==> src/rtl/sdmPkg.sv <==
package sdmPkg;
  typedef struct packed {
    logic loadCfg;
    logic stepAcc;
  } sdmStrobe_t;
endpackage

==> src/rtl/sdmCtrl.sv <==
module sdmCtrl
  import sdmPkg::*;
#(
  parameter int MOD_W = 12
) (
  input  logic             updStb,
  input  logic [MOD_W-1:0] fracIn,
  input  logic [MOD_W-1:0] modIn,
  input  logic [MOD_W-1:0] phaseIn,
  output sdmStrobe_t       strb
);
  logic cfgOk;

  always_comb begin
    cfgOk = (modIn != '0) && (fracIn < modIn) && (phaseIn < modIn);
    strb.loadCfg = updStb && cfgOk;
    strb.stepAcc = !(updStb && cfgOk);
  end
endmodule

==> src/rtl/sdmPath.sv <==
module sdmPath
  import sdmPkg::*;
#(
  parameter int INT_W = 12,
  parameter int MOD_W = 12
) (
  input  logic             clk,
  input  logic             rstN,
  input  sdmStrobe_t       strb,
  input  logic [INT_W-1:0] intIn,
  input  logic [MOD_W-1:0] fracIn,
  input  logic [MOD_W-1:0] modIn,
  input  logic [MOD_W-1:0] phaseIn,
  output logic [INT_W:0]   nOut,
  output logic [MOD_W-1:0] residue
);
  localparam int SUM_W = MOD_W + 1;

  logic [INT_W-1:0] intR;
  logic [MOD_W-1:0] fracR;
  logic [MOD_W-1:0] modR;
  logic [MOD_W-1:0] accR;
  logic [SUM_W-1:0] accSum;
  logic [SUM_W-1:0] accWrap;
  logic             carry;

  always_comb begin
    accSum  = {1'b0, accR} + {1'b0, fracR};
    carry   = accSum >= {1'b0, modR};
    accWrap = carry ? (accSum - {1'b0, modR}) : accSum;
    nOut    = {1'b0, intR} + {{INT_W{1'b0}}, carry};
    residue = accR;
  end

  always_ff @(posedge clk or negedge rstN) begin
    if (!rstN) begin
      intR  <= '0;
      fracR <= '0;
      modR  <= MOD_W'(1);
      accR  <= '0;
    end else if (strb.loadCfg) begin
      intR  <= intIn;
      fracR <= fracIn;
      modR  <= modIn;
      accR  <= phaseIn;
    end else if (strb.stepAcc) begin
      accR  <= accWrap[MOD_W-1:0];
    end
  end
endmodule

==> src/rtl/fracSdm.sv <==
module fracSdm
  import sdmPkg::*;
#(
  parameter int INT_W = 12,
  parameter int MOD_W = 12
) (
  input  logic             clk,
  input  logic             rstN,
  input  logic             updStb,
  input  logic [INT_W-1:0] intIn,
  input  logic [MOD_W-1:0] fracIn,
  input  logic [MOD_W-1:0] modIn,
  input  logic [MOD_W-1:0] phaseIn,
  output logic [INT_W:0]   nOut,
  output logic [MOD_W-1:0] residue
);
  sdmStrobe_t strb;

  sdmCtrl #(.MOD_W(MOD_W)) uCtrl (
    .updStb (updStb),
    .fracIn (fracIn),
    .modIn  (modIn),
    .phaseIn(phaseIn),
    .strb   (strb)
  );

  sdmPath #(.INT_W(INT_W), .MOD_W(MOD_W)) uPath (
    .clk    (clk),
    .rstN   (rstN),
    .strb   (strb),
    .intIn  (intIn),
    .fracIn (fracIn),
    .modIn  (modIn),
    .phaseIn(phaseIn),
    .nOut   (nOut),
    .residue(residue)
  );
endmodule

==> config.mk <==
export PLATFORM = sky130hd
export DESIGN_NAME = fracSdm
export DESIGN_NICKNAME = d
export VERILOG_FILES = /design/src/rtl/sdmPkg.sv /design/src/rtl/sdmCtrl.sv /design/src/rtl/sdmPath.sv /design/src/rtl/fracSdm.sv
export SDC_FILE = /design/constraint.sdc
export NUM_CORES = 1
export LEC_CHECK = 0
export BUFFER_PORTS_ARGS = -buffer_cell sky130_fd_sc_hd__buf_2
export CORE_MARGIN = 4
export CORE_UTILIZATION = 25
export CTS_CLUSTER_DIAMETER = 100
export DETAILED_ROUTE_END_ITERATION = 7
export SYNTH_ARGS = -nofsm -noshare
export SYNTH_HDL_FRONTEND = slang
export SYNTH_HIERARCHICAL = 1
export SYNTH_SLANG_ARGS = --single-unit
export TNS_END_PERCENT = 100
==> constraint.sdc <==
create_clock -name clk -period 7.3 [get_ports clk]
set_clock_uncertainty 0.05 [all_clocks]
set_input_delay 0.73 -clock clk [delete_from_list [all_inputs] [get_ports clk]]
set_output_delay 0.73 -clock clk [all_outputs]
set_load 0.02 [all_outputs]
==> results of run 1 <==
-- area by class of cell --
cell class / instances / area share (%)
Multi-Input combinational cell: 316 / 53.61
Sequential cell: 48 / 26.38
Timing Repair Buffer: 78 / 8.729
Tap cell: 184 / 5.051
Clock buffer: 5 / 2.745
Inverter: 31 / 2.553
Clock inverter: 3 / 0.9333
-- through the flow --
step	hold WS, ps	cell area [um^2]
3_5_place_dp	459.8	4390
4_1_cts	474.6	4558
5_1_grt	492.5	4558
6_report	469.5	4558
3_3_place_gp	446.5	4390
2_1_floorplan	384.4	3802
-- state kept, by name (all words and copies together) (netlist names) --
signal / flops
uPath/fracR: 12
uPath/intR: 12
uPath/modR: 12
uPath/residue: 12
-- worst max-delay path by stage --
stage,slack [ps],cells past startpoint,start,to
final,1570,22,uPath/residue[0]$_DFFE_PN0P_,nOut[10]
after detailed placement,1900,22,uPath/residue[0]$_DFFE_PN0P_,nOut[10]
after global routing,1160,22,uPath/residue[0]$_DFFE_PN0P_,nOut[10]
after global placement,2090,22,uPath/residue[0]$_DFFE_PN0P_,nOut[10]
after floorplan,2130,22,uPath/residue[0]$_DFFE_PN0P_,nOut[10]
after CTS,1570,22,uPath/residue[0]$_DFFE_PN0P_,nOut[10]
-- cell families after synthesis --
kind of cell	after synthesis
simple gates	104
compound gates	100
fa+ha+maj	50
flops	48
buf+inv	41
mux	36
xor+xnor	26
-- per-layer routing --
| layer | part of all wire, % | GRT usage, % |
|---|---|---|
| met1 | 51 | 18.91 |
| met5 | 0 | 0 |
| met2 | 43 | 18.98 |
| met3 | 5.2 | 2.638 |
| met4 | 0.85 | 2.450 |
-- cells in the mapped netlist (2+ instances only) --
master	n	area share (%)
a21o_1	4	0.79
nand2b_1	8	1.3
nor3_1	5	0.66
mux2_2	24	7.1
o21ai_0	22	2.9
ha_1	48	16
nor2b_1	2	0.33
nand4_1	5	0.82
a31oi_1	2	0.33
clkbuf_1	8	0.79
o21ai_1	10	1.3
nor4_1	5	0.82
dfrtp_1	47	31
nand3b_1	2	0.39
o21bai_1	4	0.79
a211oi_1	5	0.99
xor2_1	12	2.8
fa_1	2	1.1
inv_1	31	3.1
or3_1	4	0.66
mux2i_1	11	2.9
a21oi_1	18	2.4
nor2_1	21	2.1
a22oi_1	12	2.4
nand3_1	13	1.7
nand2_1	31	3.1
xnor2_1	14	3.2
o31a_1	2	0.46
o21a_1	5	0.99
and3_1	5	0.82
-- worst register-to-register path, stage by stage (launching register included) --
cell	delay [ps]
dfrtp_1	370
ha_1	210
inv_1	60
fa_1	400
nor2b_1	170
o31a_1	230
o22a_1	240
nand2_1	80
xor2_1	180
inv_1	70
ha_1	330
a2111oi_0	460
o31a_1	220
a32o_1	230
nand2_4	170
mux2_4	350
o21ai_2	100
==> flow_summary.yaml, run 1 <==
status:
  status: "finished clean"
synthesis:
  ys_dominant_reg_cell: "dfrtp_1"
  synth_top_family_by_area: "compound AO/OA/AOI/OAI gates"
  synth_seq_cells: 48
  synth_edf_count: 0
  synth.net_count: 506
  synth_xor_xnor_area_share_pct: 5.989
  syn_inst: 405
  async_reset_ff_share_pct: 100.0
  synth-simple-area-share_pct: 13.33
  yosysSeqAreaShare_pct: 31.62
  avgSynthCellArea_um2: 9.389
  synth_cell_type_count: 53
  synth_area_um2: 3802
  synth_fa_ha_area_share_pct: 16.85
  synth_mux_area_share_pct: 10.40
  ys.warnings.count: 6
  synth_compound_area_share_pct: 17.57
final_layout:
  area_delta_synth_final_pct: 19.87
  final_cells: 665
  fill_cells: 1541
  register_area_um2: 1202
  final_common_cell: "buf_2"
  final_util_pct: 31.01
  num-nets-final: 581
  most-common-layout-cells: "buf_2, ha_1, dfrtp_1, inv_1, nand2_1"
  multi_input_area_um2: 2444
  n_antenna_cell: 0
  drive_above_1_share_pct: 25.16
clock_tree:
  numCtsBuffers: 5
  clkSinkCount: 48
  clk_latency_ps: 290
  cts_root_buf: "clkbuf_16"
  cts_resized: 0
  clockBufferDepth: 2
  cts_tree: "built"
  hold_buffers: 0
  post_cts_buffers: 0
  cts_max_level: 2
  clkTransAtPathRegs_ps: 70
worst_setup_path:
  crit_top_cell: "ha_1"
  worst-path-buf-inv: 3
  path_class: "flip-flop to output pin"
  timing.rr.start: "uPath/residue[0]$_DFFE_PN0P_"
  critPathRequiredTime_ps: 6520
  startpoint_type: "flip-flop"
  crit_path_cell_trace: "ha_1, inv_1, fa_1, nor2b_1, o31a_1, o22a_1, nand2_1, xor2_1, inv_1, ha_1, a2111oi_0, o31a_1, a32o_1, nand2_4, ha_1, ha_1, nand2_1, nor2_1, and3_1, nand3_1, xnor2_1, buf_2"
  worst_path_largest_cell_delay_ps: 460
  r2r_slack_ps: 3290
  cp.arrival_ps: 4950
  reg2regPathDepth: 16
  cp_slowest_cell: "a2111oi_0"
  crit_path_end_kind: "output pin"
  critical_path.top_delay_family: "adder cells"
  reg2reg_to: "uPath/residue[0]$_DFFE_PN0P_"
  crit_fanout: 13
sta:
  rsz0062_at_grt: "false"
  setup_ws_ps: 1567
  fin_crit_sh_pct: 78.53
  finalHoldViolCount: 0
  finalSetupViolCount: 0
  slew_headroom_pct: 55.58
  slew_viol_final: 0
  tns_ps: 0
  timing.fmax_mhz: 174.4
  worst_slew_pin_slew_ps: 666.3
  min_period_ps: 5733
floorplanning:
  die_h_um: 131.3
  die_x_um: 131.3
  io_pins: 76
  core_um2: 14700
  num_rows: 44
  start_util_pct: 25.87
  die-area_um2: 17250
drt:
  drt_iter0_markers: 264
  ant_nets: 0
  wl_per_cell_um: 16.53
  drc: 0
  via_per_inst: 5.020
  vias: 3338
  drt_wl_total_mm: 10.99
  first_pass_iters: 5
hold_path:
  min_from: "uPath/intR[0]$_DFFE_PN0P_"
  hold_path_class: "flip-flop to flip-flop"
  holdPathStages: 1
  hold_end: "uPath/intR[0]$_DFFE_PN0P_"
global_route:
  grt_max_degree: 63
  grt_overflow: 0
  grt_pass1_wl_mm: 17.78
  grt_pass1_vias: 3332
  antenna_found_initial: 0
  grt_usage_pct: 12.67
flow_run:
  drv_cap: 0
placement:
  dp_worst_setup_slack_ps: 1898
  place.port_buffers: 75
  place.gp.congestion: 0.8859
  place_inst: 657
  dp_hpwl_mm: 8.978
Power of run 1 is left out: the tool's default activity adds up to more than one toggle a clock period on the data nets, which glitch-free logic cannot reach.
==> run 2: changes to the inputs <==
clock period = 5.7 ns   (was 7.3 ns; I/O delays follow)
==> flow_summary.yaml, run 2 (synthesis gave the netlist of run 1 again) <==
status:
  status: "finished clean"
final_layout:
  num-nets-final: 585
  drive_above_1_share_pct: 26.39
  final_common_cell: "buf_2"
  area_delta_synth_final_pct: 20.96
  n_antenna_cell: 0
  fill_cells: 1513
  most-common-layout-cells: "buf_2, ha_1, dfrtp_1, inv_1, nand2_1"
placement:
  place.gp.congestion: 0.8861
  dp_hpwl_mm: 9.038
  place.port_buffers: 75
worst_setup_path:
  crit_path_end_kind: "output pin"
  r2r_slack_ps: 1730
  worst_path_largest_cell_delay_ps: 420
  crit_fanout: 5
  timing.rr.start: "uPath/residue[0]$_DFFE_PN0P_"
  reg2regPathDepth: 17
  critical_path.top_delay_family: "adder cells"
  cp_slowest_cell: "fa_1"
  worst-path-buf-inv: 3
  critPathRequiredTime_ps: 5080
  cp.arrival_ps: 4770
  path_class: "flip-flop to output pin"
  crit_top_cell: "ha_1"
  crit_path_cell_trace: "ha_1, inv_1, fa_1, nor2b_2, o31a_1, o22a_1, nand2_1, xor2_1, inv_1, ha_2, nand4_1, o31a_1, a32o_1, nand2_4, ha_1, ha_1, nand2_1, nor2_1, and3_1, nand3_1, xnor2_1, buf_2"
  startpoint_type: "flip-flop"
  reg2reg_to: "uPath/residue[2]$_DFFE_PN0P_"
drt:
  via_per_inst: 5.015
  wl_per_cell_um: 16.49
  vias: 3355
  first_pass_iters: 5
  drt_wl_total_mm: 11.03
  ant_nets: 0
  drt_iter0_markers: 235
  drc: 0
floorplanning:
  die-area_um2: 17250
  io_pins: 76
  die_h_um: 131.3
  die_x_um: 131.3
  core_um2: 14700
  num_rows: 44
  start_util_pct: 25.87
hold_path:
  hold_path_class: "input port to async pin"
sta:
  finalSetupViolCount: 0
  tns_ps: 0
  fin_crit_sh_pct: 94.54
  finalHoldViolCount: 0
  min_period_ps: 5389
  worst_slew_pin_slew_ps: 711.1
  rsz0062_at_grt: "false"
  slew_headroom_pct: 52.60
  slew_viol_final: 0
  timing.fmax_mhz: 185.6
clock_tree:
  cts_max_level: 2
  clkSinkCount: 48
  cts_tree: "built"
  cts_root_buf: "clkbuf_16"
  clkTransAtPathRegs_ps: 70
  clk_latency_ps: 290
  hold_buffers: 0
  clockBufferDepth: 2
  numCtsBuffers: 5
global_route:
  grt_overflow: 0
  grt_pass1_wl_mm: 17.90
  grt_pass1_vias: 3308
  grt_max_degree: 63
  grt_usage_pct: 12.72
  antenna_found_initial: 0
flow_run:
  drv_cap: 0
==> run 2: area by class of cell <==
cell class	count	area, um^2	area share (%)
multi-input combinational	316	2455	53.37
sequential	48	1202	26.14
timing repair buffer	82	427.9	9.304
tap	184	230.2	5.005
clock buffer	5	125.1	2.720
inverter	31	116.4	2.530
clock inverter	3	42.54	0.9249
==> run 2: worst max path at each step <==
stage,from,end,slack [ps],depth (start not counted)
2_1_floorplan,uPath/residue[0]$_DFFE_PN0P_,nOut[10],690,22
3_3_place_gp,uPath/residue[0]$_DFFE_PN0P_,nOut[10],650,22
3_5_place_dp,uPath/residue[0]$_DFFE_PN0P_,nOut[10],480,22
4_1_cts,uPath/residue[0]$_DFFE_PN0P_,nOut[10],140,22
5_1_grt,uPath/residue[0]$_DFFE_PN0P_,nOut[10],10,22
6_report,uPath/residue[0]$_DFFE_PN0P_,nOut[10],310,22
==> run 2: what timing repair did <==
item,4_1_cts,5_1_grt
gates resized for setup,0,4
endpoints found under the setup margin,0,5
setup buffers,0,4
==> run 2: stage by stage <==
stage	hold WS, ps	cells	instance area [um^2]	setup WS [ps]	util, %
floorplan	224.4	405	3802	689.1	-
global placement	446.5	657	4390	646.5	29.87
detailed placement	457.8	657	4390	478.4	29.87
CTS	360.7	665	4558	140.9	31.01
global route	388.6	669	4599	11.77	31.29
finish	327.3	669	4599	310.9	31.29
==> run 2: metal layers <==
layer | global-route usage [%] | vias to the layer above | routed length, um
li1 | - | 1632 | -
met1 | 19.29 | 1611 | 5601
met2 | 18.75 | 107 | 4656
met3 | 3.173 | 5 | 737
met4 | 1.575 | 0 | 34
met5 | 0 | - | 0
Power of run 2 is left out for the same reason.
